File: config.mk
export PLATFORM = sky130hd
export DESIGN_NAME = rx_errbit_policy
export DESIGN_NICKNAME = d
export VERILOG_FILES = /design/src/rtl/rx_errbit_policy.sv
export SDC_FILE = /design/constraint.sdc
export NUM_CORES = 1
export LEC_CHECK = 0
export CORE_MARGIN = 10
export CORE_UTILIZATION = 39
export CTS_BUF_LIST = sky130_fd_sc_hd__clkbuf_4
export DETAILED_ROUTE_END_ITERATION = 16
export HOLD_SLACK_MARGIN = 0.15
export PLACE_DENSITY = 0.78
export REMOVE_ABC_BUFFERS = 1
export SETUP_SLACK_MARGIN = 0.05
export SYNTH_ARGS = -nofsm -noshare
export SYNTH_HDL_FRONTEND = slang
export SYNTH_SLANG_ARGS = --single-unit
File: constraint.sdc
create_clock -name clk -period 1.4 [get_ports clk]
set_input_delay 0.21 -clock clk [delete_from_list [all_inputs] [get_ports clk]]
set_output_delay 0.21 -clock clk [all_outputs]
set_load 0.01 [all_outputs]
File: src/rtl/rx_errbit_policy.sv
module rx_errbit_policy #(
  parameter int TICKS_PER_BIT = 10
) (
  input  logic       clk,
  input  logic       rst_n,
  input  logic       cfg_stop_on_rise,
  input  logic       cfg_rise_gen,
  input  logic       cfg_long_gen,
  input  logic       cfg_bcast_quiet,
  input  logic       cfg_full_listen,
  input  logic       bcast,
  input  logic       err_rise,
  input  logic       err_short,
  input  logic       err_long,
  input  logic       bit_tick,
  input  logic [2:0] flag_clr,
  output logic       rx_abort,
  output logic       bus_low,
  output logic [2:0] err_flags
);
  localparam int PULSE_TICKS = TICKS_PER_BIT * 3 / 2;
  localparam int CW = (PULSE_TICKS > 1) ? $clog2(PULSE_TICKS) : 1;

  logic [CW-1:0] tick_cnt;
  logic          rise_bit, long_bit, short_bit, want_bit, abort_n;

  assign rise_bit  = bcast ? (!cfg_bcast_quiet && cfg_stop_on_rise && !cfg_rise_gen)
                           : (cfg_stop_on_rise && cfg_rise_gen);
  assign long_bit  = bcast ? (!cfg_bcast_quiet && !cfg_long_gen) : cfg_long_gen;
  assign short_bit = !(bcast && (cfg_bcast_quiet || cfg_full_listen));
  assign want_bit  = (err_rise && rise_bit) || (err_long && long_bit) || (err_short && short_bit);
  assign abort_n   = (err_rise && cfg_stop_on_rise) || err_short || err_long;

  always_ff @(posedge clk or negedge rst_n) begin
    if (!rst_n) begin
      rx_abort  <= 1'b0;
      err_flags <= 3'b000;
    end else begin
      rx_abort  <= abort_n;
      err_flags <= (err_flags & ~flag_clr) | {err_long, err_short, err_rise};
    end
  end

  always_ff @(posedge clk or negedge rst_n) begin
    if (!rst_n) begin
      bus_low  <= 1'b0;
      tick_cnt <= '0;
    end else if (bus_low) begin
      if (bit_tick) begin
        if (tick_cnt == CW'(PULSE_TICKS - 1)) bus_low <= 1'b0;
        else tick_cnt <= tick_cnt + 1'b1;
      end
    end else if (want_bit) begin
      bus_low  <= 1'b1;
      tick_cnt <= '0;
    end
  end


  abort_on_rise_chk: assert property (@(posedge clk) disable iff (!rst_n)
    (err_rise && cfg_stop_on_rise) |=> rx_abort);


  bcast_quiet_chk: assert property (@(posedge clk) disable iff (!rst_n)
    (bcast && cfg_bcast_quiet && !bus_low) |=> !bus_low);


  release_on_tick_chk: assert property (@(posedge clk) disable iff (!rst_n)
    $fell(bus_low) |-> $past(bit_tick));


  start_on_error_chk: assert property (@(posedge clk) disable iff (!rst_n)
    $rose(bus_low) |-> $past(err_rise || err_short || err_long));


  hold_without_tick_chk: assert property (@(posedge clk) disable iff (!rst_n)
    (bus_low && !bit_tick) |=> bus_low);


  long_flag_set_chk: assert property (@(posedge clk) disable iff (!rst_n)
    err_long |=> err_flags[2]);
endmodule

# Word-level counts from Yosys, hierarchy flattened
# Cells that the tools add are included.
[word_totals] regBits=9 word_cells=41
[classes] n_reduce_logical=20 addsub=1 mux=10 n_eq_ne=3 bitwise_logic=3
[op_table] op="$mux W4" n=4
[op_table] op="$logic_and A1 B1 Y1" n=9
[op_table] op="$mux W1" n=6
[op_table] op="$logic_or A1 B1 Y1" n=5
[op_table] op="$add A4 B1 Y4 const B" n=1
[op_table] op="$eq A4 B4 Y1 const B" n=1
[op_table] op="$logic_not A1 Y1" n=4
[op_table] op="$ne A2 B2 Y1 const B" n=2
[op_table] op="$and A3 B3 Y3" n=1
[op_table] op="$not A3 Y3" n=1
[op_table] op="$or A3 B3 Y3" n=1
[op_table] op="$reduce_and A3 Y1" n=1
[op_table] op="$reduce_bool A2 Y1" n=1

# Depth between registers and ports, before layout
# Gate-level depths: netlist of the first run.
[depth] word_depth=9 ltp_mapped=6 depth_no_buf=6

# Worst setup path before layout of the first run
# No wires, ideal clock.
[synth_timing] path_kind="flip-flop to flip-flop" startpoint="register tick_cnt[0]" endpoint="register tick_cnt[1]" path_slack_ns=0.100 arrival_ns=1.170 stages_incl_launch_ff=7 setup_time_ns=0.129 t_required_ns=1.271 cell_sequence="dfrtp_1 > inv_1 > ha_1 > and4_1 > o22ai_1 > a22oi_1 > o31ai_1"
[synth_between] elab_chain_cells=4 word_cells_on_any_way=7 classes_between="1 x add/sub; 2 x eq/ne; 3 x mux; 1 x reduce/logical"
[synth_lines] item="start, declared" line="24" text="logic [CW-1:0] tick_cnt;"
[synth_lines] item="start signal, assigned" line="51" text="else tick_cnt <= tick_cnt + 1'b1;"
[synth_lines] item="$add A4 B1 Y4" line="51"
[synth_lines] item="$mux W4" line="50" text="if (tick_cnt == CW'(PULSE_TICKS - 1)) bus_low <= 1'b0;"
[synth_lines] item="$mux W4" line="49" text="if (bit_tick) begin"
[synth_lines] item="$mux W4" line="48" text="end else if (bus_low) begin"
# Several ways; a longest one is shown, not always the timed one. The select of a mux whose other input is x is not followed.
# A chain may end at the register's enable or synchronous reset.

# Final worst setup path of the first run
# Same ends and word-level chain as after synthesis.

==> out/results.txt, run 1 <==
Fin crit share - 92.0%
CTS tree - built
Final antenna-violating net count - 0
Number of global-route vias before repair - 520
Slew Limit Fails - 0
Clk slew on worst S/H paths - 60 ps
Area grow syn2layout - 63.2%
First-pass DRT Iterations - 4
Via density - 5.08
Slew of the pin with the lowest slew margin - 430 ps
CP Capture Type - flop
Nets@finish - 102
Worst R2R Start - tick_cnt[0]$_DFFE_PN0P_
Post-Layout Cell Count - 98
Ys Warns - 0
Final wirelength - 1390 um
Grt total ovfl - 0
DP HPWL - 1140 um
Routed vias - 498
Largest net degree at the start of global routing - 10
DRC Markers - 0
R2R cell count - 6
Hold_ws - 250 ps
Clk_lat worst skew - 260 ps
MaxCap Viol Count - 0
Most frequent cells in the layout - clkdlybuf4s50_1 (13), buf_4 (10), dfrtp_1 (9), inv_1 (5)
Crit path arrival time - 1430 ps
Met3 usage - 4.33%
Fmax - 776 MHz
Clk_skew - 6.85 ps
FF-to-FF setup slack - 110 ps
Static Leak - 0.388 nW
Final Worst Setup Slack - 112 ps
Hold Path Class - primary input to async pin
Rel. slew slack - 71.3%
Initial antenna violation count - 0
IO Pins - 20
Post-Place Cells - 92
Peak VDD IR - 0.838 mV
Port Buffers - 19
Status - finished, final reports clean
Gpl congestion - 0.863
Cells after Synth - 52
Die X - 56.2 um
GRT busiest layer - met2
Post-synthesis sequential area ratio - 44.1%
Die Height - 56.2 um
DR WL/cell - 14.2 um
First-pass GRT wire length - 2370 um
Placed Area - 773 um2
Startpoint Class - flop
Post-route setup TNS - 0 ps
Met2 GRT Util - 15.3%
Crit path time final - 1290 ps
Synth Cell Area - 510 um2
Htree depth - 1
Worst flop-to-flop path endpoint - tick_cnt[1]$_DFFE_PN0P_
Pwr/cell area - 1450 nW/um2
Unrepaired setup endpoints after global routing - true
Final core utilization - 71.2%
ANT cells - 0
Cts bufs inserted - 3
Layout cells sized above 1 - 23.8%
Routing usage on met1 - 9.96%
Pwr Total - 1.21 mW
Design area - 833 um2
Clock root buffer - clkbuf_4
Core Area - 1170 um2
Total track usage - 9.12%
CTS sink cnt - 9
Rows - 12
Die area - 3160 um2
Crit Path Class - flop to flop
Starting Density - 43.6%
Commonest non-fill, non-tap cell in the layout - clkdlybuf4s50_1
Final setup vio count - 0
Avg Synthesized Cell Area - 9.82 um2
Longest Clk Path Bufs - 2
Yosys reg bits - 9
WP data required - 1550 ps
Worst-path fanout max - 4
Distinct cells, synth - 26
Final Hold Violating Endpoints - 0
DRT iter0 DRCs - 9
Setup WS pre-CTS - -150 ps
==> how the worst max path moves through the flow <==
stage / from / end / slack (ps) / cells past startpoint
floorplan: tick_cnt[0]$_DFFE_PN0P_ / tick_cnt[1]$_DFFE_PN0P_ / 100 / 6
global placement: bcast / tick_cnt[2]$_DFFE_PN0P_ / -110 / 5
detailed placement: bcast / tick_cnt[2]$_DFFE_PN0P_ / -150 / 5
CTS: tick_cnt[0]$_DFFE_PN0P_ / tick_cnt[1]$_DFFE_PN0P_ / 60 / 6
global route: tick_cnt[1]$_DFFE_PN0P_ / tick_cnt[0]$_DFFE_PN0P_ / 30 / 6
finish: tick_cnt[0]$_DFFE_PN0P_ / tick_cnt[1]$_DFFE_PN0P_ / 110 / 6
==> cell families after synthesis <==
group	share of synthesized area, %
buf+inv	5.39
fa+ha+maj	4.90
xor+xnor	1.72
compound gates	23.8
flops	44.1
simple gates	20.1
==> layer usage <==
| layer | routed length (um) | part of all wire, % |
|---|---|---|
| met1 | 605 | 43 |
| met2 | 718 | 52 |
| met3 | 57 | 4.1 |
| met4 | 10 | 0.72 |
| met5 | 0 | 0 |
==> state kept, by name, summed over array words and instances (netlist names) <==
signal     cells
err_flags      3
rx_abort       1
bus_low        1
tick_cnt       4
==> worst max-delay path, cell delays in order, from the launching register on <==
cell     delay, ps
dfrtp_1        390
inv_2           80
ha_4           140
and4_4         230
o22ai_1         80
a22oi_1        170
o31ai_1         90
==> layout make-up <==
type | instances | area (um2)
multi-input combinational | 36 | 273
fill | 93 | 338
clock buffer | 4 | 30.0
timing repair buffer | 29 | 265
sequential | 9 | 225
tap | 14 | 17.5
inverter | 6 | 22.5
==> cells in the mapped netlist (all sizes together) <==
master / instances / share of area [%]
dfrtp: 9 / 44
inv: 6 / 4.4
nand2: 4 / 2.9
a21o: 3 / 4.4
nand3: 3 / 3.9
o21ai: 3 / 2.9
and4: 2 / 3.4
ha: 2 / 4.9
nand4: 2 / 2.5
nor2b: 2 / 2.5
nor3b: 2 / 2.9
o22ai: 2 / 2.5
a211o: 1 / 1.7
a21oi: 1 / 0.98
a221oi: 1 / 2.9
a22oi: 1 / 1.5
a2bb2oi: 1 / 1.7
a31oi: 1 / 1.2
clkbuf: 1 / 0.98
nand2b: 1 / 1.2
nor2: 1 / 0.73
o211ai: 1 / 2.5
o31ai: 1 / 1.5
xnor2: 1 / 1.7
==> what timing repair did <==
item / in CTS / in global routing
pin swaps: 0 / 4
buffers inserted: 0 / 2
gates resized for setup: 5 / 5
hold buffers: 0 / 0
endpoints found under the setup margin: 5 / 3
==> power by group <==
| part | leakage (nW) | internal, mW | total, mW | switching, mW |
|---|---|---|---|---|
| combinational | 0.271 | 0.332 | 0.588 | 0.256 |
| sequential | 0.0985 | 0.335 | 0.399 | 0.0647 |
| clock | 0.0184 | 0.129 | 0.221 | 0.0917 |
| total | 0.388 | 0.796 | 1.21 | 0.412 |
Note: power is estimated with default switching activity, not from simulation.
==> run 2: changes to the inputs <==
--- a/config.mk
+++ b/config.mk
@@ -5,14 +5,17 @@
 export SDC_FILE = /design/constraint.sdc
 export NUM_CORES = 1
 export LEC_CHECK = 0
+export CAP_MARGIN = 0
 export CORE_MARGIN = 10
 export CORE_UTILIZATION = 39
 export CTS_BUF_LIST = sky130_fd_sc_hd__clkbuf_4
+export CTS_CLUSTER_SIZE = 28
 export DETAILED_ROUTE_END_ITERATION = 16
 export HOLD_SLACK_MARGIN = 0.15
 export PLACE_DENSITY = 0.78
 export REMOVE_ABC_BUFFERS = 1
 export SETUP_SLACK_MARGIN = 0.05
+export SKIP_LAST_GASP = 1
 export SYNTH_ARGS = -nofsm -noshare
 export SYNTH_HDL_FRONTEND = slang
 export SYNTH_SLANG_ARGS = --single-unit
==> results of run 2 <==
Same layout as run 1: the final DEF is identical, and so are final timing and power.
